[src/rtl/rtf_pkg.sv]
package rtf_pkg;
  localparam int FLD_W   = 5;
  localparam int CMD_W   = 3 * FLD_W + 1;
  localparam int CNT_LSB = 0;
  localparam int SUB_LSB = CNT_LSB + FLD_W;
  localparam int TR_BIT  = SUB_LSB + FLD_W;
  localparam int ADR_LSB = TR_BIT + 1;

  typedef struct packed {
    logic [FLD_W-1:0] addr;
    logic             tr;
    logic [FLD_W-1:0] sub;
    logic [FLD_W-1:0] cnt;
  } cmd_t;

  function automatic cmd_t split_cmd(input logic [CMD_W-1:0] w);
    return cmd_t'(w);
  endfunction

  // odd number of ones across address straps and parity strap
  function automatic logic strap_good(input logic [FLD_W-1:0] a, input logic p);
    return ^{a, p};
  endfunction

  // field is all zeros or all ones
  function automatic logic uniform_field(input logic [FLD_W-1:0] f);
    return (f == '0) || (&f);
  endfunction
endpackage

[src/rtl/rtf_strap_check.sv]
module rtf_strap_check
  import rtf_pkg::*;
(
  input  logic             clk,
  input  logic             rst_n,
  input  logic [FLD_W-1:0] strap_addr,
  input  logic             strap_par,
  output logic             ok_o,
  output logic             err_n_o
);
  assign ok_o = strap_good(strap_addr, strap_par);

  always_ff @(posedge clk) begin
    if (!rst_n) err_n_o <= 1'b1;
    else        err_n_o <= ok_o;
  end
endmodule

[src/rtl/rtf_decode.sv]
module rtf_decode
  import rtf_pkg::*;
(
  input  logic [FLD_W-1:0] cmd_addr,
  input  logic [FLD_W-1:0] cmd_sub,
  input  logic [FLD_W-1:0] strap_addr,
  input  logic             strap_ok,
  input  logic             bcast_en,
  output logic             accept_o,
  output logic             bcast_o,
  output logic             mode_o
);
  logic all_ones, own_hit, bc_hit;

  always_comb begin
    all_ones = &cmd_addr;
    bc_hit   = bcast_en && all_ones;
    own_hit  = (cmd_addr == strap_addr) && !bc_hit && strap_ok;
    accept_o = bc_hit || own_hit;
    bcast_o  = bc_hit;
    mode_o   = accept_o && uniform_field(cmd_sub);
  end
endmodule

[src/rtl/rtf_field_latch.sv]
module rtf_field_latch
  import rtf_pkg::*;
(
  input  logic             clk,
  input  logic             rst_n,
  input  logic             stb,
  input  logic             accept,
  input  logic             bcast,
  input  logic             mode,
  input  logic             tr,
  input  logic [FLD_W-1:0] sub,
  input  logic [FLD_W-1:0] cnt,
  output logic             resp_o,
  output logic             bcast_o,
  output logic             mode_o,
  output logic             tr_o,
  output logic [FLD_W-1:0] sub_o,
  output logic [FLD_W-1:0] cnt_o
);
  always_ff @(posedge clk) begin
    if (!rst_n) begin
      resp_o  <= 1'b0;
      bcast_o <= 1'b0;
      mode_o  <= 1'b0;
      tr_o    <= 1'b0;
      sub_o   <= '0;
      cnt_o   <= '0;
    end else if (stb) begin
      resp_o  <= accept;
      bcast_o <= bcast;
      mode_o  <= mode;
      if (accept) begin
        tr_o  <= tr;
        sub_o <= sub;
        cnt_o <= cnt;
      end
    end
  end
endmodule

[src/rtl/rt_cmd_filter.sv]
module rt_cmd_filter
  import rtf_pkg::*;
(
  input  logic             clk,
  input  logic             rst_n,
  input  logic [CMD_W-1:0] cmd_word,
  input  logic             cmd_stb,
  input  logic [FLD_W-1:0] strap_addr,
  input  logic             strap_par,
  input  logic             bcast_en,
  output logic             resp_o,
  output logic             bcast_o,
  output logic             mode_o,
  output logic             lat_tr_o,
  output logic [FLD_W-1:0] lat_sub_o,
  output logic [FLD_W-1:0] lat_cnt_o,
  output logic             addr_err_n_o
);
  cmd_t w_cmd;
  logic w_strap_ok, w_accept, w_bcast, w_mode;

  assign w_cmd = split_cmd(cmd_word);

  rtf_strap_check u_strap (
    .clk        (clk),
    .rst_n      (rst_n),
    .strap_addr (strap_addr),
    .strap_par  (strap_par),
    .ok_o       (w_strap_ok),
    .err_n_o    (addr_err_n_o)
  );

  rtf_decode u_dec (
    .cmd_addr   (w_cmd.addr),
    .cmd_sub    (w_cmd.sub),
    .strap_addr (strap_addr),
    .strap_ok   (w_strap_ok),
    .bcast_en   (bcast_en),
    .accept_o   (w_accept),
    .bcast_o    (w_bcast),
    .mode_o     (w_mode)
  );

  rtf_field_latch u_lat (
    .clk     (clk),
    .rst_n   (rst_n),
    .stb     (cmd_stb),
    .accept  (w_accept),
    .bcast   (w_bcast),
    .mode    (w_mode),
    .tr      (w_cmd.tr),
    .sub     (w_cmd.sub),
    .cnt     (w_cmd.cnt),
    .resp_o  (resp_o),
    .bcast_o (bcast_o),
    .mode_o  (mode_o),
    .tr_o    (lat_tr_o),
    .sub_o   (lat_sub_o),
    .cnt_o   (lat_cnt_o)
  );
endmodule

[config.mk]
export PLATFORM = sky130hd
export DESIGN_NAME = rt_cmd_filter
export DESIGN_NICKNAME = d
export VERILOG_FILES = /design/src/rtl/rtf_pkg.sv /design/src/rtl/rtf_strap_check.sv /design/src/rtl/rtf_decode.sv /design/src/rtl/rtf_field_latch.sv /design/src/rtl/rt_cmd_filter.sv
export SDC_FILE = /design/constraint.sdc
export NUM_CORES = 1
export LEC_CHECK = 0
export ABC_AREA = 0
export BUFFER_PORTS_ARGS = -buffer_cell sky130_fd_sc_hd__clkbuf_2
export CORE_UTILIZATION = 52
export CTS_BUF_LIST = sky130_fd_sc_hd__clkbuf_8
export CTS_CLUSTER_DIAMETER = 100
export CTS_CLUSTER_SIZE = 8
export DETAILED_ROUTE_END_ITERATION = 10
export PLACE_DENSITY = 0.92
export SYNTH_ARGS = -nofsm -noshare
export SYNTH_HDL_FRONTEND = slang
export SYNTH_SLANG_ARGS = --single-unit
export TNS_END_PERCENT = 5
[constraint.sdc]
create_clock -name clk -period 2.85 [get_ports clk]
set_input_delay 0.285 -clock clk [delete_from_list [all_inputs] [get_ports clk]]
set_output_delay 0.285 -clock clk [all_outputs]
set_load 0.05 [all_outputs]
==> report_table.html, run 1 <==
<table>
<tr><th>Metric</th><th>Value</th></tr>
<tr><th colspan="2">Status</th></tr>
<tr><td>Result of the run</td><td>finished, final reports clean</td></tr>
<tr><th colspan="2">Setup path</th></tr>
<tr><td>Critical Path Max Stage Delay</td><td>0.64 ns</td></tr>
<tr><td>Reg2reg path depth</td><td>3</td></tr>
<tr><td>Category of the worst setup path launch point</td><td>input pin</td></tr>
<tr><td>Reg-to-reg critical path endpoint</td><td>u_lat.mode_o</td></tr>
<tr><td>Worst R2R Setup Slack</td><td>1.98 ns</td></tr>
<tr><td>Critical path buffers and inverters</td><td>1</td></tr>
<tr><td>Worst EP required</td><td>3.01 ns</td></tr>
<tr><td>FF-to-FF Start</td><td>u_lat.mode_o</td></tr>
<tr><td>Critical-path cell with the highest stage delay</td><td>sky130_fd_sc_hd__nand4_1</td></tr>
<tr><td>Data arrival at the endpoint of the critical path</td><td>2.05 ns</td></tr>
<tr><td>Largest fanout on the critical path</td><td>23</td></tr>
<tr><td>Worst path cell trace</td><td>clkbuf_2 -&gt; xnor2_1 -&gt; nand4_1 -&gt; or3_4 -&gt; a311oi_2</td></tr>
<tr><td>Class of the most critical setup path</td><td>in2reg</td></tr>
<tr><td>Kind of capture point of the worst setup path</td><td>flip-flop</td></tr>
<tr><td>CP top delay family</td><td>simple AND/OR/NAND/NOR gates</td></tr>
<tr><th colspan="2">Cells and area</th></tr>
<tr><td>Layout-stage area growth over the synthesis result</td><td>24.3%</td></tr>
<tr><td>Antenna diode count</td><td>0</td></tr>
<tr><td>Post-route standard cell area excluding fillers</td><td>1180 um2</td></tr>
<tr><td>Share of cells above drive strength 1</td><td>34.0%</td></tr>
<tr><td>Final net count</td><td>168</td></tr>
<tr><td>Number of standard cells in the final layout excluding fillers</td><td>166</td></tr>
<tr><td>Layout fillers</td><td>166</td></tr>
<tr><th colspan="2">Clock network</th></tr>
<tr><td>Number of buffers inserted for hold repair after clock tree synthesis</td><td>0</td></tr>
<tr><td>Root Buffer Master</td><td>sky130_fd_sc_hd__clkbuf_8</td></tr>
<tr><td>Post-CTS Repair Setup Buffers</td><td>0</td></tr>
<tr><td>H-Tree Depth</td><td>1</td></tr>
<tr><td>Worst skew pair latency</td><td>0.25 ns</td></tr>
<tr><td>Reg clk slew, reported paths</td><td>0.07 ns</td></tr>
<tr><td>Total of cells resized after clock tree synthesis</td><td>0</td></tr>
<tr><td>Clock tree from TritonCTS</td><td>done</td></tr>
<tr><td>Clock sinks</td><td>15</td></tr>
<tr><td>TritonCTS Buffers</td><td>3</td></tr>
<tr><td>Clock tree buffer depth</td><td>2</td></tr>
<tr><th colspan="2">STA</th></tr>
<tr><td>Tmin final</td><td>1.89 ns</td></tr>
<tr><td>Number of pins exceeding their max-slew limit in the final report</td><td>0</td></tr>
<tr><td>Setup TNS Final</td><td>0 ns</td></tr>
<tr><td>RSZ-0062 raised after global routing</td><td>false</td></tr>
<tr><td>Share of the cycle needed by the critical path after routing</td><td>66.4%</td></tr>
<tr><td>Max Clk Rate</td><td>529 MHz</td></tr>
<tr><td>Final count of negative-setup-slack endpoints</td><td>0</td></tr>
<tr><td>Relative max-transition margin</td><td>47.8%</td></tr>
<tr><td>Least-Margin Pin Slew</td><td>0.781 ns</td></tr>
<tr><td>Tightest hold margin</td><td>0.317 ns</td></tr>
<tr><td>Hold violation count in the final report</td><td>0</td></tr>
<tr><td>Final setup margin</td><td>0.959 ns</td></tr>
<tr><td>Largest clock skew in the final design</td><td>0 ns</td></tr>
<tr><th colspan="2">Floorplanning</th></tr>
<tr><td>DIE AREA</td><td>2010 um2</td></tr>
<tr><td>Die X</td><td>44.8 um</td></tr>
<tr><td>I/O pin cnt</td><td>41</td></tr>
<tr><td>Number of placement rows</td><td>15</td></tr>
<tr><td>Die outline height</td><td>44.8 um</td></tr>
<tr><td>Core region area</td><td>1730 um2</td></tr>
<tr><td>Initial Utilization</td><td>55.1%</td></tr>
<tr><th colspan="2">Synthesis</th></tr>
<tr><td>Synthesized cell area</td><td>952 um2</td></tr>
<tr><td>Top cells by instance count after synthesis</td><td>sky130_fd_sc_hd__o2111ai_1, sky130_fd_sc_hd__dfxtp_1, sky130_fd_sc_hd__nand2_1, sky130_fd_sc_hd__nand4_1, sky130_fd_sc_hd__clkbuf_1</td></tr>
<tr><td>Async S/R FF share, synth</td><td>0%</td></tr>
<tr><td>Synth top area cells</td><td>sky130_fd_sc_hd__dfxtp_1, sky130_fd_sc_hd__o2111ai_1, sky130_fd_sc_hd__or4_1</td></tr>
<tr><td>Net count after synthesis</td><td>135</td></tr>
<tr><td>Synth area leader</td><td>sky130_fd_sc_hd__dfxtp_1</td></tr>
<tr><td>Sequential area share after synthesis</td><td>31.5%</td></tr>
<tr><td>Yosys cell types</td><td>21</td></tr>
<tr><td>Fraction of post-synthesis cell area in the top cell type by area</td><td>31.5%</td></tr>
<tr><td>Most numerous cell in the Yosys netlist</td><td>sky130_fd_sc_hd__o2111ai_1</td></tr>
<tr><td>Number of flops mapped to enable cells by yosys</td><td>0</td></tr>
<tr><td>Post-Synthesis Cells</td><td>109</td></tr>
<tr><td>Mean Syn Cell Area</td><td>8.74 um2</td></tr>
<tr><td>Primary flip-flop cell chosen by synthesis mapping</td><td>sky130_fd_sc_hd__dfxtp_1</td></tr>
<tr><td>Synthesis warning total</td><td>0</td></tr>
<tr><td>Count of state elements after synthesis</td><td>15</td></tr>
<tr><th colspan="2">Min path</th></tr>
<tr><td>Hold path cells</td><td>3</td></tr>
<tr><td>Hold/Removal Path Class</td><td>in2reg</td></tr>
<tr><td>Worst Hold End</td><td>u_lat.tr_o</td></tr>
<tr><td>Startpoint of the worst hold path</td><td>cmd_word[10]</td></tr>
<tr><th colspan="2">Job</th></tr>
<tr><td>Max-cap viol count</td><td>0</td></tr>
<tr><th colspan="2">Route</th></tr>
<tr><td>Total iterations of the first detailed-routing run</td><td>4</td></tr>
<tr><td>Routed vias</td><td>1042</td></tr>
<tr><td>Mean routed wirelength per cell</td><td>14.4 um</td></tr>
<tr><td>Total wire length after detailed routing</td><td>2390 um</td></tr>
<tr><td>Drt drc</td><td>0</td></tr>
<tr><td>Number of DRC markers in iteration 0</td><td>35</td></tr>
<tr><td>Number of antenna-violating nets in the routed design</td><td>0</td></tr>
<tr><td>Average via count per standard cell</td><td>6.28</td></tr>
<tr><th colspan="2">Global routing</th></tr>
<tr><td>First-pass GRT wire length</td><td>3750 um</td></tr>
<tr><td>Via count of the first global-routing pass</td><td>853</td></tr>
<tr><td>GR met3 Demand/Resource</td><td>3.60%</td></tr>
<tr><td>Total routing resource utilization after global routing</td><td>25.1%</td></tr>
<tr><td>Peak-usage layer in the global routing report</td><td>met2</td></tr>
<tr><td>Pin count of the biggest net entering global routing</td><td>37</td></tr>
<tr><td>Number of antenna violations at the first check in global routing</td><td>0</td></tr>
<tr><td>Sum of overflow across all layers after global routing</td><td>0</td></tr>
<tr><td>Fraction of met1 tracks used by global routing</td><td>34.0%</td></tr>
<tr><td>GR met2 Demand/Resource</td><td>40.0%</td></tr>
<tr><th colspan="2">Pwr</th></tr>
<tr><td>Reported leakage power</td><td>0.000464 uW</td></tr>
<tr><td>Max IR drop VDD</td><td>0.000291 V</td></tr>
<tr><td>Areal power density over the cells</td><td>458 nW/um2</td></tr>
<tr><th colspan="2">Placed design</th></tr>
<tr><td>Placer Congestion</td><td>0.726</td></tr>
<tr><td>Post-Place Setup Slack</td><td>0.744 ns</td></tr>
<tr><td>Half-perimeter wire length after placement</td><td>1610 um</td></tr>
<tr><td>Count of input and output buffers</td><td>40</td></tr>
<tr><td>Placed insts</td><td>162</td></tr>
<tr><td>Placement-stage cell area</td><td>1130 um2</td></tr>
</table>
-- cells in the final DEF, fill, tap and decap left out, types with 3 or more instances in the layout --
master,synthesis,routed
sky130_fd_sc_hd__clkbuf_8,0,3
sky130_fd_sc_hd__nand2b_1,3,3
sky130_fd_sc_hd__or4_1,11,11
sky130_fd_sc_hd__clkbuf_2,0,40
sky130_fd_sc_hd__nand4_1,13,13
sky130_fd_sc_hd__dfxtp_1,15,15
sky130_fd_sc_hd__o2111ai_1,22,22
sky130_fd_sc_hd__nand2_1,13,13
sky130_fd_sc_hd__xnor2_1,7,7
-- logic make-up after synthesis --
family                 count (synthesis)  synth area share, %
AND/OR/NAND/NOR                       45                 28.3
AO/OA/AOI/OAI                         26                 24.0
flip-flops                            15                 31.5
buffers and inverters                 14                 6.31
XOR/XNOR                               9                 9.86
-- final cells by class --
type	instances	area [um2]	area share, %
Clock inverter	1	7.51	0.634
Tap cell	25	31.3	2.64
Clock buffer	3	41.3	3.49
Inverter	1	3.75	0.317
Timing Repair Buffer	41	208	17.5
Sequential cell	15	300	25.4
Multi-Input combinational cell	80	592	50.0
-- registers in the layout, indices dropped and copies added, names as in the netlist --
name / count
u_lat.cnt_o: 5
u_lat.sub_o: 5
u_lat.bcast_o: 1
u_lat.mode_o: 1
u_lat.resp_o: 1
u_lat.tr_o: 1
u_strap.err_n_o: 1
-- worst register-to-register path, delay by kind of cell (launching register included) --
| kind | cells | cell delay [ns] |
|---|---|---|
| and+or+nand+nor | 1 | 0.09 |
| AOI/OAI and AO/OA | 2 | 0.37 |
| DFF | 1 | 0.33 |
-- metrics by stage --
step                      total power [uW]  util (%)
after detailed placement               364      65.7
after global placement                 361      65.7
after global routing                   566      68.6
after floorplan                        334         -
after CTS                              542      68.6
final                                  542      68.6
-- metal layers --
metal / vias up / part of all wire (%)
met5: - / 0
li1: 516 / -
met3: 2 / 4.5
met1: 487 / 43
met4: 0 / 0.29
met2: 37 / 52
-- power by group --
group          switching [uW]  leakage (uW)  total [uW]  internal (uW)
Clock                    81.8     0.0000217         180           98.3
Combinational            98.1      0.000321         140           41.8
Sequential               4.62      0.000121         222            218
Total                     185      0.000464         542            358
-- worst max path at each step --
stage / start / end / slack, ns / cells past startpoint
after floorplan: strap_addr[1] / u_lat.cnt_o[0] / 1.16 / 5
after detailed placement: strap_addr[4] / u_lat.cnt_o[2] / 0.74 / 5
after global placement: strap_addr[3] / u_lat.sub_o[3] / 0.82 / 5
after global routing: strap_addr[4] / u_lat.cnt_o[0] / 0.83 / 5
final: strap_addr[0] / u_lat.mode_o / 0.96 / 5
after CTS: strap_addr[4] / u_lat.cnt_o[2] / 1.0 / 5
Note: power is estimated with default switching activity, not from simulation.
==> run 2, diff against run 1 <==
--- a/config.mk
+++ b/config.mk
@@ -7,12 +7,12 @@
 export LEC_CHECK = 0
 export ABC_AREA = 0
 export BUFFER_PORTS_ARGS = -buffer_cell sky130_fd_sc_hd__clkbuf_2
-export CORE_UTILIZATION = 52
+export CORE_UTILIZATION = 44
 export CTS_BUF_LIST = sky130_fd_sc_hd__clkbuf_8
 export CTS_CLUSTER_DIAMETER = 100
 export CTS_CLUSTER_SIZE = 8
 export DETAILED_ROUTE_END_ITERATION = 10
-export PLACE_DENSITY = 0.92
+export PLACE_DENSITY = 0.84
 export SYNTH_ARGS = -nofsm -noshare
 export SYNTH_HDL_FRONTEND = slang
 export SYNTH_SLANG_ARGS = --single-unit
==> constraint.sdc (replaced) <==
create_clock -name clk -period 1.7 [get_ports clk]
set_input_delay 0.17 -clock clk [delete_from_list [all_inputs] [get_ports clk]]
set_output_delay 0.17 -clock clk [all_outputs]
set_load 0.05 [all_outputs]
==> run 2 against run 1 <==
Against the previous run:
- worst hold slack worse by 0.11 ns
- combinational power up 110%
- sequential power increased by 68%
- cell count rose by 7.8%
- first-iteration DRC count down 49%
- global-route usage down 2.7 points
- largest cell class unchanged
- largest power group unchanged
==> report_table.html, run 2 (synthesized netlist as in run 1, its figures left out) <==
<table>
<tr><th>Metric</th><th>Value</th></tr>
<tr><th colspan="2">Min path</th></tr>
<tr><td>Hold/Removal Path Class</td><td>in2reg</td></tr>
<tr><td>Worst Hold End</td><td>u_lat.tr_o</td></tr>
<tr><td>Hold path cells</td><td>3 (unchanged)</td></tr>
<tr><td>Startpoint of the worst hold path</td><td>cmd_word[10]</td></tr>
<tr><th colspan="2">Placed design</th></tr>
<tr><td>Count of input and output buffers</td><td>40 (unchanged)</td></tr>
<tr><td>Half-perimeter wire length after placement</td><td>1770 um (+9.6%)</td></tr>
<tr><td>Post-Place Setup Slack</td><td>-0.0714 ns (-0.816 ns)</td></tr>
<tr><td>Placer Congestion</td><td>0.738 (+1.5%)</td></tr>
<tr><th colspan="2">Setup path</th></tr>
<tr><td>Kind of capture point of the worst setup path</td><td>flip-flop</td></tr>
<tr><td>Reg2reg path depth</td><td>3 (unchanged)</td></tr>
<tr><td>Worst EP required</td><td>1.87 ns (-1.14 ns)</td></tr>
<tr><td>Critical path buffers and inverters</td><td>1 (unchanged)</td></tr>
<tr><td>Class of the most critical setup path</td><td>in2reg</td></tr>
<tr><td>Reg-to-reg critical path endpoint</td><td>u_lat.mode_o</td></tr>
<tr><td>Critical-path cell with the highest stage delay</td><td>sky130_fd_sc_hd__xnor3_2</td></tr>
<tr><td>Worst path cell trace</td><td>clkbuf_2 -&gt; xor2_1 -&gt; xnor3_2 -&gt; or4_1 -&gt; o2111ai_1</td></tr>
<tr><td>Largest fanout on the critical path</td><td>19 (-17%)</td></tr>
<tr><td>FF-to-FF Start</td><td>u_lat.mode_o</td></tr>
<tr><td>Category of the worst setup path launch point</td><td>input pin</td></tr>
<tr><td>Data arrival at the endpoint of the critical path</td><td>1.68 ns (-0.37 ns)</td></tr>
<tr><td>Worst R2R Setup Slack</td><td>0.80 ns (-1.18 ns)</td></tr>
<tr><td>CP top delay family</td><td>XOR/XNOR gates</td></tr>
<tr><td>Critical Path Max Stage Delay</td><td>0.59 ns (-0.05 ns)</td></tr>
<tr><th colspan="2">Clock network</th></tr>
<tr><td>Clock sinks</td><td>15 (unchanged)</td></tr>
<tr><td>H-Tree Depth</td><td>1 (unchanged)</td></tr>
<tr><td>Post-CTS Repair Setup Buffers</td><td>0 (unchanged)</td></tr>
<tr><td>Worst skew pair latency</td><td>0.25 ns (about the same)</td></tr>
<tr><td>Clock tree from TritonCTS</td><td>done</td></tr>
<tr><td>Number of buffers inserted for hold repair after clock tree synthesis</td><td>0 (unchanged)</td></tr>
<tr><td>Clock tree buffer depth</td><td>2 (unchanged)</td></tr>
<tr><td>Reg clk slew, reported paths</td><td>0.07 ns (about the same)</td></tr>
<tr><td>TritonCTS Buffers</td><td>3 (unchanged)</td></tr>
<tr><td>Root Buffer Master</td><td>sky130_fd_sc_hd__clkbuf_8</td></tr>
<tr><td>Total of cells resized after clock tree synthesis</td><td>0 (unchanged)</td></tr>
<tr><th colspan="2">STA</th></tr>
<tr><td>Share of the cycle needed by the critical path after routing</td><td>88.7%</td></tr>
<tr><td>RSZ-0062 raised after global routing</td><td>false</td></tr>
<tr><td>Hold violation count in the final report</td><td>0 (unchanged)</td></tr>
<tr><td>Least-Margin Pin Slew</td><td>0.561 ns (-0.220 ns)</td></tr>
<tr><td>Max Clk Rate</td><td>663 MHz</td></tr>
<tr><td>Tmin final</td><td>1.51 ns</td></tr>
<tr><td>Number of pins exceeding their max-slew limit in the final report</td><td>0 (unchanged)</td></tr>
<tr><td>Final count of negative-setup-slack endpoints</td><td>0 (unchanged)</td></tr>
<tr><td>Largest clock skew in the final design</td><td>0 ns (unchanged)</td></tr>
<tr><td>Final setup margin</td><td>0.192 ns (-0.766 ns)</td></tr>
<tr><td>Relative max-transition margin</td><td>62.6% (+15 points)</td></tr>
<tr><th colspan="2">Route</th></tr>
<tr><td>Total wire length after detailed routing</td><td>2500 um (+4.6%)</td></tr>
<tr><td>Total iterations of the first detailed-routing run</td><td>4 (unchanged)</td></tr>
<tr><td>Mean routed wirelength per cell</td><td>14.0 um (-3.0%)</td></tr>
<tr><td>Drt drc</td><td>0 (unchanged)</td></tr>
<tr><td>Number of antenna-violating nets in the routed design</td><td>0 (unchanged)</td></tr>
<tr><td>Routed vias</td><td>1074 (+3.1%)</td></tr>
<tr><td>Number of DRC markers in iteration 0</td><td>18 (-49%)</td></tr>
<tr><td>Average via count per standard cell</td><td>6.00 (-4.4%)</td></tr>
<tr><th colspan="2">Global routing</th></tr>
<tr><td>Sum of overflow across all layers after global routing</td><td>0 (unchanged)</td></tr>
<tr><td>Via count of the first global-routing pass</td><td>967 (+13%)</td></tr>
<tr><td>Number of antenna violations at the first check in global routing</td><td>0 (unchanged)</td></tr>
<tr><td>First-pass GRT wire length</td><td>4120 um (+10%)</td></tr>
<tr><td>Pin count of the biggest net entering global routing</td><td>37 (unchanged)</td></tr>
<tr><td>Total routing resource utilization after global routing</td><td>22.4% (-2.7 points)</td></tr>
<tr><th colspan="2">Floorplanning</th></tr>
<tr><td>Core region area</td><td>2000 um2 (+16%)</td></tr>
<tr><td>Initial Utilization</td><td>47.6% (-7.6 points)</td></tr>
<tr><td>Die outline height</td><td>48.5 um (+8.3%)</td></tr>
<tr><td>Number of placement rows</td><td>16 (+1)</td></tr>
<tr><td>Die X</td><td>48.5 um (+8.3%)</td></tr>
<tr><td>I/O pin cnt</td><td>41 (unchanged)</td></tr>
<tr><td>DIE AREA</td><td>2350 um2 (+17%)</td></tr>
<tr><th colspan="2">Cells and area</th></tr>
<tr><td>Largest registers</td><td>u_lat.cnt_o: 5 flops, u_lat.sub_o: 5 flops</td></tr>
<tr><td>Final net count</td><td>179 (+6.5%)</td></tr>
<tr><td>Sequential cell area</td><td>300 um2 (unchanged)</td></tr>
<tr><td>Most common library cell in the layout ignoring fill and taps</td><td>sky130_fd_sc_hd__clkbuf_2</td></tr>
<tr><td>Area taken by multi-input logic gates</td><td>592 um2 (unchanged)</td></tr>
<tr><td>Antenna diode count</td><td>0 (unchanged)</td></tr>
<tr><td>Layout fillers</td><td>194 (+17%)</td></tr>
<tr><td>Share of cells above drive strength 1</td><td>38.8% (+4.8 points)</td></tr>
<tr><td>Highest-count cells in the layout ignoring fill and taps</td><td>sky130_fd_sc_hd__clkbuf_2, sky130_fd_sc_hd__o2111ai_1, sky130_fd_sc_hd__dfxtp_1, sky130_fd_sc_hd__nand4_1, sky130_fd_sc_hd__nand2_1</td></tr>
<tr><td>Fin util</td><td>63.2% (-5.3 points)</td></tr>
<tr><td>Layout-stage area growth over the synthesis result</td><td>33.0%</td></tr>
<tr><th colspan="2">Pwr</th></tr>
<tr><td>Max IR drop VDD</td><td>0.000615 V (+110%)</td></tr>
<tr><td>Reported leakage power</td><td>0.000520 uW (+12%)</td></tr>
<tr><td>Areal power density over the cells</td><td>759 nW/um2 (+66%)</td></tr>
<tr><th colspan="2">Status</th></tr>
<tr><td>Result of the run</td><td>finished, final reports clean</td></tr>
<tr><th colspan="2">Job</th></tr>
<tr><td>Max-cap viol count</td><td>0 (unchanged)</td></tr>
</table>
run 2: changes by cell type in the layout (fill, tap and decap cells not counted):
cell | before | now
sky130_fd_sc_hd__clkinv_2 | 0 | 1
sky130_fd_sc_hd__clkinvlp_4 | 1 | 0
sky130_fd_sc_hd__buf_4 | 1 | 12
run 2: metal layers:
layer | global-route usage (%) | part of all wire [%]
met1 | 25.2 | 43
met2 | 38.5 | 50
met4 | 13.2 | 2.8
met3 | 5.03 | 3.7
met5 | 0 | 0
run 2: final cells by class:
class                   count  area share [%]
multi-input cells          80            46.7
flip-flops and latches     15            23.7
repair buffers             52            22.9
clock buffers               3            3.26
well taps                  27            2.67
clock inverters             1           0.395
inverters                   1           0.296
run 2: worst max-delay path by stage:
stage,startpoint,to,slack (ns),cells after the start
6_report,strap_addr[1],u_lat.sub_o[4],0.19,5
3_5_place_dp,strap_addr[0],u_lat.mode_o,-0.07,5
3_3_place_gp,strap_addr[1],u_lat.cnt_o[1],-0.03,5
4_1_cts,strap_addr[0],u_lat.cnt_o[4],0.20,5
2_1_floorplan,strap_addr[1],u_lat.cnt_o[0],0.13,5
5_1_grt,strap_addr[1],u_lat.cnt_o[2],0.09,5
run 2: through the flow:
| step | instances | cell area, um2 | power [uW] | TNS (ns) | hold WS (ns) |
|---|---|---|---|---|---|
| detailed placement | 175 | 1220 | 669 | -0.681 | 0.467 |
| global route | 179 | 1270 | 1000 | 0 | 0.215 |
| finish | 179 | 1270 | 962 | 0 | 0.204 |
| global placement | 175 | 1220 | 661 | -0.236 | 0.459 |
| floorplan | 109 | 952 | 559 | 0 | 0.352 |
| CTS | 179 | 1270 | 970 | 0 | 0.201 |
run 2: power breakdown:
| part | switching (uW) | internal, uW | leakage [uW] |
|---|---|---|---|
| Sequential | 8.20 | 365 | 0.000121 |
| Clock | 136 | 163 | 0.0000255 |
| Combinational | 174 | 115 | 0.000373 |
| Total | 318 | 643 | 0.000520 |
run 2: worst register-to-register path, cell delays in order (launching register included):
cell,delay [ns]
sky130_fd_sc_hd__dfxtp_1,0.34
sky130_fd_sc_hd__nand2b_1,0.11
sky130_fd_sc_hd__o311a_1,0.14
sky130_fd_sc_hd__a311oi_2,0.23
==> run 3, diff against run 2 <==
--- a/config.mk
+++ b/config.mk
@@ -6,13 +6,13 @@
 export NUM_CORES = 1
 export LEC_CHECK = 0
 export ABC_AREA = 0
-export BUFFER_PORTS_ARGS = -buffer_cell sky130_fd_sc_hd__clkbuf_2
-export CORE_UTILIZATION = 44
+export CORE_UTILIZATION = 55
 export CTS_BUF_LIST = sky130_fd_sc_hd__clkbuf_8
 export CTS_CLUSTER_DIAMETER = 100
 export CTS_CLUSTER_SIZE = 8
 export DETAILED_ROUTE_END_ITERATION = 10
-export PLACE_DENSITY = 0.84
+export DONT_BUFFER_PORTS = 1
+export PLACE_DENSITY = 0.79
 export SYNTH_ARGS = -nofsm -noshare
 export SYNTH_HDL_FRONTEND = slang
 export SYNTH_SLANG_ARGS = --single-unit
==> run 3 against run 2 <==
Against the previous run:
- the flow now finishes with violations (DRC)
- sequential share of layout area grew 3.6 points
- combinational power decreased by 37%
- wire length shrank 9.6%
- sequential cell count did not move
- first-iteration DRC count fell by 11%
- via count decreased by 11%
- cell area fell by 13%
- die area decreased by 19%
- worst hold slack lost 0.10 ns
- critical path type unchanged
- largest cell class unchanged
==> report_table.html, run 3 (synthesized netlist as in run 1, its figures left out) <==
<table>
<tr><th>Metric</th><th>Value</th></tr>
<tr><th colspan="2">Pwr</th></tr>
<tr><td>Part of the total power dissipated in sequential elements</td><td>45.3% (+6.5 points)</td></tr>
<tr><td>Max IR drop VDD</td><td>0.000515 V (-16%)</td></tr>
<tr><td>Cell Int Power</td><td>584 uW (-9.2%)</td></tr>
<tr><td>Clock power share</td><td>33.2% (+2.1 points)</td></tr>
<tr><td>Sw Share</td><td>31.3% (-1.8 points)</td></tr>
<tr><td>Reported leakage power</td><td>0.000386 uW (-26%)</td></tr>
<tr><td>Areal power density over the cells</td><td>774 nW/um2 (+1.9%)</td></tr>
<tr><td>Net switching power</td><td>266 uW (-16%)</td></tr>
<tr><td>Combinational Power Share</td><td>21.5% (-8.6 points)</td></tr>
<tr><th colspan="2">Cells and area</th></tr>
<tr><td>Layout-stage area growth over the synthesis result</td><td>15.4%</td></tr>
<tr><td>Highest-count cells in the layout ignoring fill and taps</td><td>sky130_fd_sc_hd__o2111ai_1, sky130_fd_sc_hd__buf_4, sky130_fd_sc_hd__dfxtp_1, sky130_fd_sc_hd__nand4_1, sky130_fd_sc_hd__nand2_1</td></tr>
<tr><td>Final net count</td><td>145 (-19%)</td></tr>
<tr><td>Largest registers</td><td>u_lat.cnt_o: 5 flops, u_lat.sub_o: 5 flops</td></tr>
<tr><td>Antenna diode count</td><td>0 (unchanged)</td></tr>
<tr><td>Share of cells above drive strength 1</td><td>19.5% (-19 points)</td></tr>
<tr><td>Post-route standard cell area excluding fillers</td><td>1100 um2 (-13%)</td></tr>
<tr><td>Most common library cell in the layout ignoring fill and taps</td><td>sky130_fd_sc_hd__o2111ai_1</td></tr>
<tr><td>Number of standard cells in the final layout excluding fillers</td><td>134 (-25%)</td></tr>
<tr><th colspan="2">Setup path</th></tr>
<tr><td>Class of the most critical setup path</td><td>in2reg</td></tr>
<tr><td>Category of the worst setup path launch point</td><td>input pin</td></tr>
<tr><td>Timing endpoint of the critical path</td><td>u_lat.sub_o[3]</td></tr>
<tr><td>Data arrival at the endpoint of the critical path</td><td>1.63 ns (-0.05 ns)</td></tr>
<tr><td>Worst setup startpoint</td><td>strap_addr[1]</td></tr>
<tr><td>Kind of capture point of the worst setup path</td><td>flip-flop</td></tr>
<tr><td>Largest fanout on the critical path</td><td>24 (+5)</td></tr>
<tr><td>Reg-to-reg critical path endpoint</td><td>u_lat.cnt_o[4]</td></tr>
<tr><td>Reg2reg path depth</td><td>3 (unchanged)</td></tr>
<tr><td>Worst EP required</td><td>1.86 ns (about the same)</td></tr>
<tr><td>FF-to-FF Start</td><td>u_lat.cnt_o[4]</td></tr>
<tr><td>Worst R2R Setup Slack</td><td>0.78 ns (-0.02 ns)</td></tr>
<tr><th colspan="2">STA</th></tr>
<tr><td>Share of the cycle needed by the critical path after routing</td><td>86.8% (-1.9 points)</td></tr>
<tr><td>RSZ-0062 raised after global routing</td><td>false</td></tr>
<tr><td>Final count of negative-setup-slack endpoints</td><td>0 (unchanged)</td></tr>
<tr><td>Hold violation count in the final report</td><td>0 (unchanged)</td></tr>
<tr><td>Relative max-transition margin</td><td>59.4% (-3.3 points)</td></tr>
<tr><td>Largest clock skew in the final design</td><td>0 ns (unchanged)</td></tr>
<tr><td>Least-Margin Pin Slew</td><td>0.608 ns (+0.0473 ns)</td></tr>
<tr><td>Max Clk Rate</td><td>678 MHz (+2.2%)</td></tr>
<tr><td>Tmin final</td><td>1.48 ns (-0.0325 ns)</td></tr>
<tr><td>Number of pins exceeding their max-slew limit in the final report</td><td>0 (unchanged)</td></tr>
<tr><td>Tightest hold margin</td><td>0.0994 ns (-0.104 ns)</td></tr>
<tr><th colspan="2">Global routing</th></tr>
<tr><td>Sum of overflow across all layers after global routing</td><td>0 (unchanged)</td></tr>
<tr><td>Peak-usage layer in the global routing report</td><td>met2</td></tr>
<tr><td>Pin count of the biggest net entering global routing</td><td>37 (unchanged)</td></tr>
<tr><td>First-pass GRT wire length</td><td>3610 um (-12%)</td></tr>
<tr><td>Number of antenna violations at the first check in global routing</td><td>0 (unchanged)</td></tr>
<tr><td>GR met2 Demand/Resource</td><td>40.6% (+2.1 points)</td></tr>
<tr><td>GR met3 Demand/Resource</td><td>6.25% (+1.2 points)</td></tr>
<tr><td>Total routing resource utilization after global routing</td><td>25.8% (+3.4 points)</td></tr>
<tr><td>Via count of the first global-routing pass</td><td>866 (-10%)</td></tr>
<tr><td>Fraction of met1 tracks used by global routing</td><td>31.3% (+6.1 points)</td></tr>
<tr><th colspan="2">Route</th></tr>
<tr><td>Number of antenna-violating nets in the routed design</td><td>0 (unchanged)</td></tr>
<tr><td>Mean routed wirelength per cell</td><td>16.9 um (+21%)</td></tr>
<tr><td>Average via count per standard cell</td><td>7.16 (+19%)</td></tr>
<tr><td>Drt drc</td><td>4 (+4)</td></tr>
<tr><td>Total wire length after detailed routing</td><td>2260 um (-9.6%)</td></tr>
<tr><td>Routed vias</td><td>960 (-11%)</td></tr>
<tr><td>Number of DRC markers in iteration 0</td><td>16 (-2)</td></tr>
<tr><td>Total iterations of the first detailed-routing run</td><td>8 (+4)</td></tr>
<tr><th colspan="2">Floorplanning</th></tr>
<tr><td>Core region area</td><td>1560 um2 (-22%)</td></tr>
<tr><td>DIE AREA</td><td>1900 um2 (-19%)</td></tr>
<tr><td>Initial Utilization</td><td>61.1% (+14 points)</td></tr>
<tr><td>Number of placement rows</td><td>14 (-2)</td></tr>
<tr><td>I/O pin cnt</td><td>41 (unchanged)</td></tr>
<tr><td>Die X</td><td>43.6 um (-10%)</td></tr>
<tr><td>Die outline height</td><td>43.6 um (-10%)</td></tr>
<tr><th colspan="2">Clock network</th></tr>
<tr><td>Total of cells resized after clock tree synthesis</td><td>0 (unchanged)</td></tr>
<tr><td>H-Tree Depth</td><td>1 (unchanged)</td></tr>
<tr><td>Clock sinks</td><td>15 (unchanged)</td></tr>
<tr><td>Root Buffer Master</td><td>sky130_fd_sc_hd__clkbuf_8</td></tr>
<tr><td>Clock tree buffer depth</td><td>2 (unchanged)</td></tr>
<tr><td>Clock tree from TritonCTS</td><td>done</td></tr>
<tr><td>TritonCTS Buffers</td><td>3 (unchanged)</td></tr>
<tr><td>Worst skew pair latency</td><td>0.25 ns (about the same)</td></tr>
<tr><td>Reg clk slew, reported paths</td><td>0.06 ns (about the same)</td></tr>
<tr><th colspan="2">Placed design</th></tr>
<tr><td>Count of input and output buffers</td><td>0 (-100%)</td></tr>
<tr><td>Placer Congestion</td><td>0.770 (+4.4%)</td></tr>
<tr><td>Placement-stage cell area</td><td>1040 um2 (-14%)</td></tr>
<tr><td>Half-perimeter wire length after placement</td><td>1490 um (-16%)</td></tr>
<tr><td>Placed insts</td><td>129 (-26%)</td></tr>
<tr><th colspan="2">Status</th></tr>
<tr><td>Result of the run</td><td>finished with violations</td></tr>
<tr><td>Failing checks</td><td>DRC</td></tr>
<tr><th colspan="2">Min path</th></tr>
<tr><td>Hold path cells</td><td>2 (-1)</td></tr>
<tr><td>Hold/Removal Path Class</td><td>in2reg</td></tr>
<tr><th colspan="2">Job</th></tr>
<tr><td>Max-cap viol count</td><td>0 (unchanged)</td></tr>
</table>
==> run 3: changes by cell type in the layout (fill, tap and decap cells not counted), sizes merged <==
cell and delta:
clkbuf -40, dlygate4sd3 +1, buf +5, inv +1, clkinv -1
==> run 3: critical path, cell delays in order <==
cell and delay (ns):
sky130_fd_sc_hd__xor2_1 0.14, sky130_fd_sc_hd__xnor3_2 0.63, sky130_fd_sc_hd__or4_1 0.56, sky130_fd_sc_hd__o2111ai_1 0.14
==> run 3: timing repair <==
item,4_1_cts,5_1_grt
hold buffers,1,0
endpoints found under the hold margin,1,0
buffers inserted,0,0
==> run 3: final cells by class <==
type                    count  area, um2
clock buffers               3       41.3
multi-input cells          80        592
repair buffers             18        138
flip-flops and latches     15        300
clock inverters             1       3.75
well taps                  16       20.0
inverters                   1       3.75
fillers                   134        460
==> run 3: how the worst min path moves through the flow <==
stage	slack (ns)	from	endpoint
3_5_place_dp	0.24	rst_n	u_strap.err_n_o
4_1_cts	0.09	rst_n	u_lat.cnt_o[1]
6_report	0.1	rst_n	u_lat.cnt_o[3]
5_1_grt	0.10	rst_n	u_lat.cnt_o[2]
3_3_place_gp	0.24	rst_n	u_strap.err_n_o
2_1_floorplan	0.35	cmd_stb	u_lat.bcast_o
==> run 3: power groups by stage <==
| stage | registers (uW) | logic (uW) | clock network, uW |
|---|---|---|---|
| after floorplan | 428 | 131 | 0 |
| after global placement | 393 | 173 | 0 |
| after detailed placement | 393 | 179 | 0 |
| after CTS | 386 | 182 | 287 |
| after global routing | 386 | 197 | 303 |
| final | 385 | 183 | 282 |
==> run 3: metal layers <==
layer | vias to the layer above | part of all wire (%) | routed length [um]
li1 | 467 | - | -
met1 | 440 | 42 | 944
met2 | 44 | 47 | 1050
met3 | 9 | 8.7 | 197
met4 | 0 | 2.9 | 66
met5 | - | 0 | 0
==> run 3: per-stage QoR <==
step / TNS, ns / setup WS (ns) / util, % / power [uW]
3_5_place_dp: -0.0312 / -0.0186 / 66.9 / 573
2_1_floorplan: 0 / 0.128 / - / 559
6_report: 0 / 0.225 / 70.5 / 850
4_1_cts: 0 / 0.226 / 70.5 / 854
5_1_grt: 0 / 0.173 / 70.5 / 885
3_3_place_gp: 0 / 0.0409 / 66.9 / 566
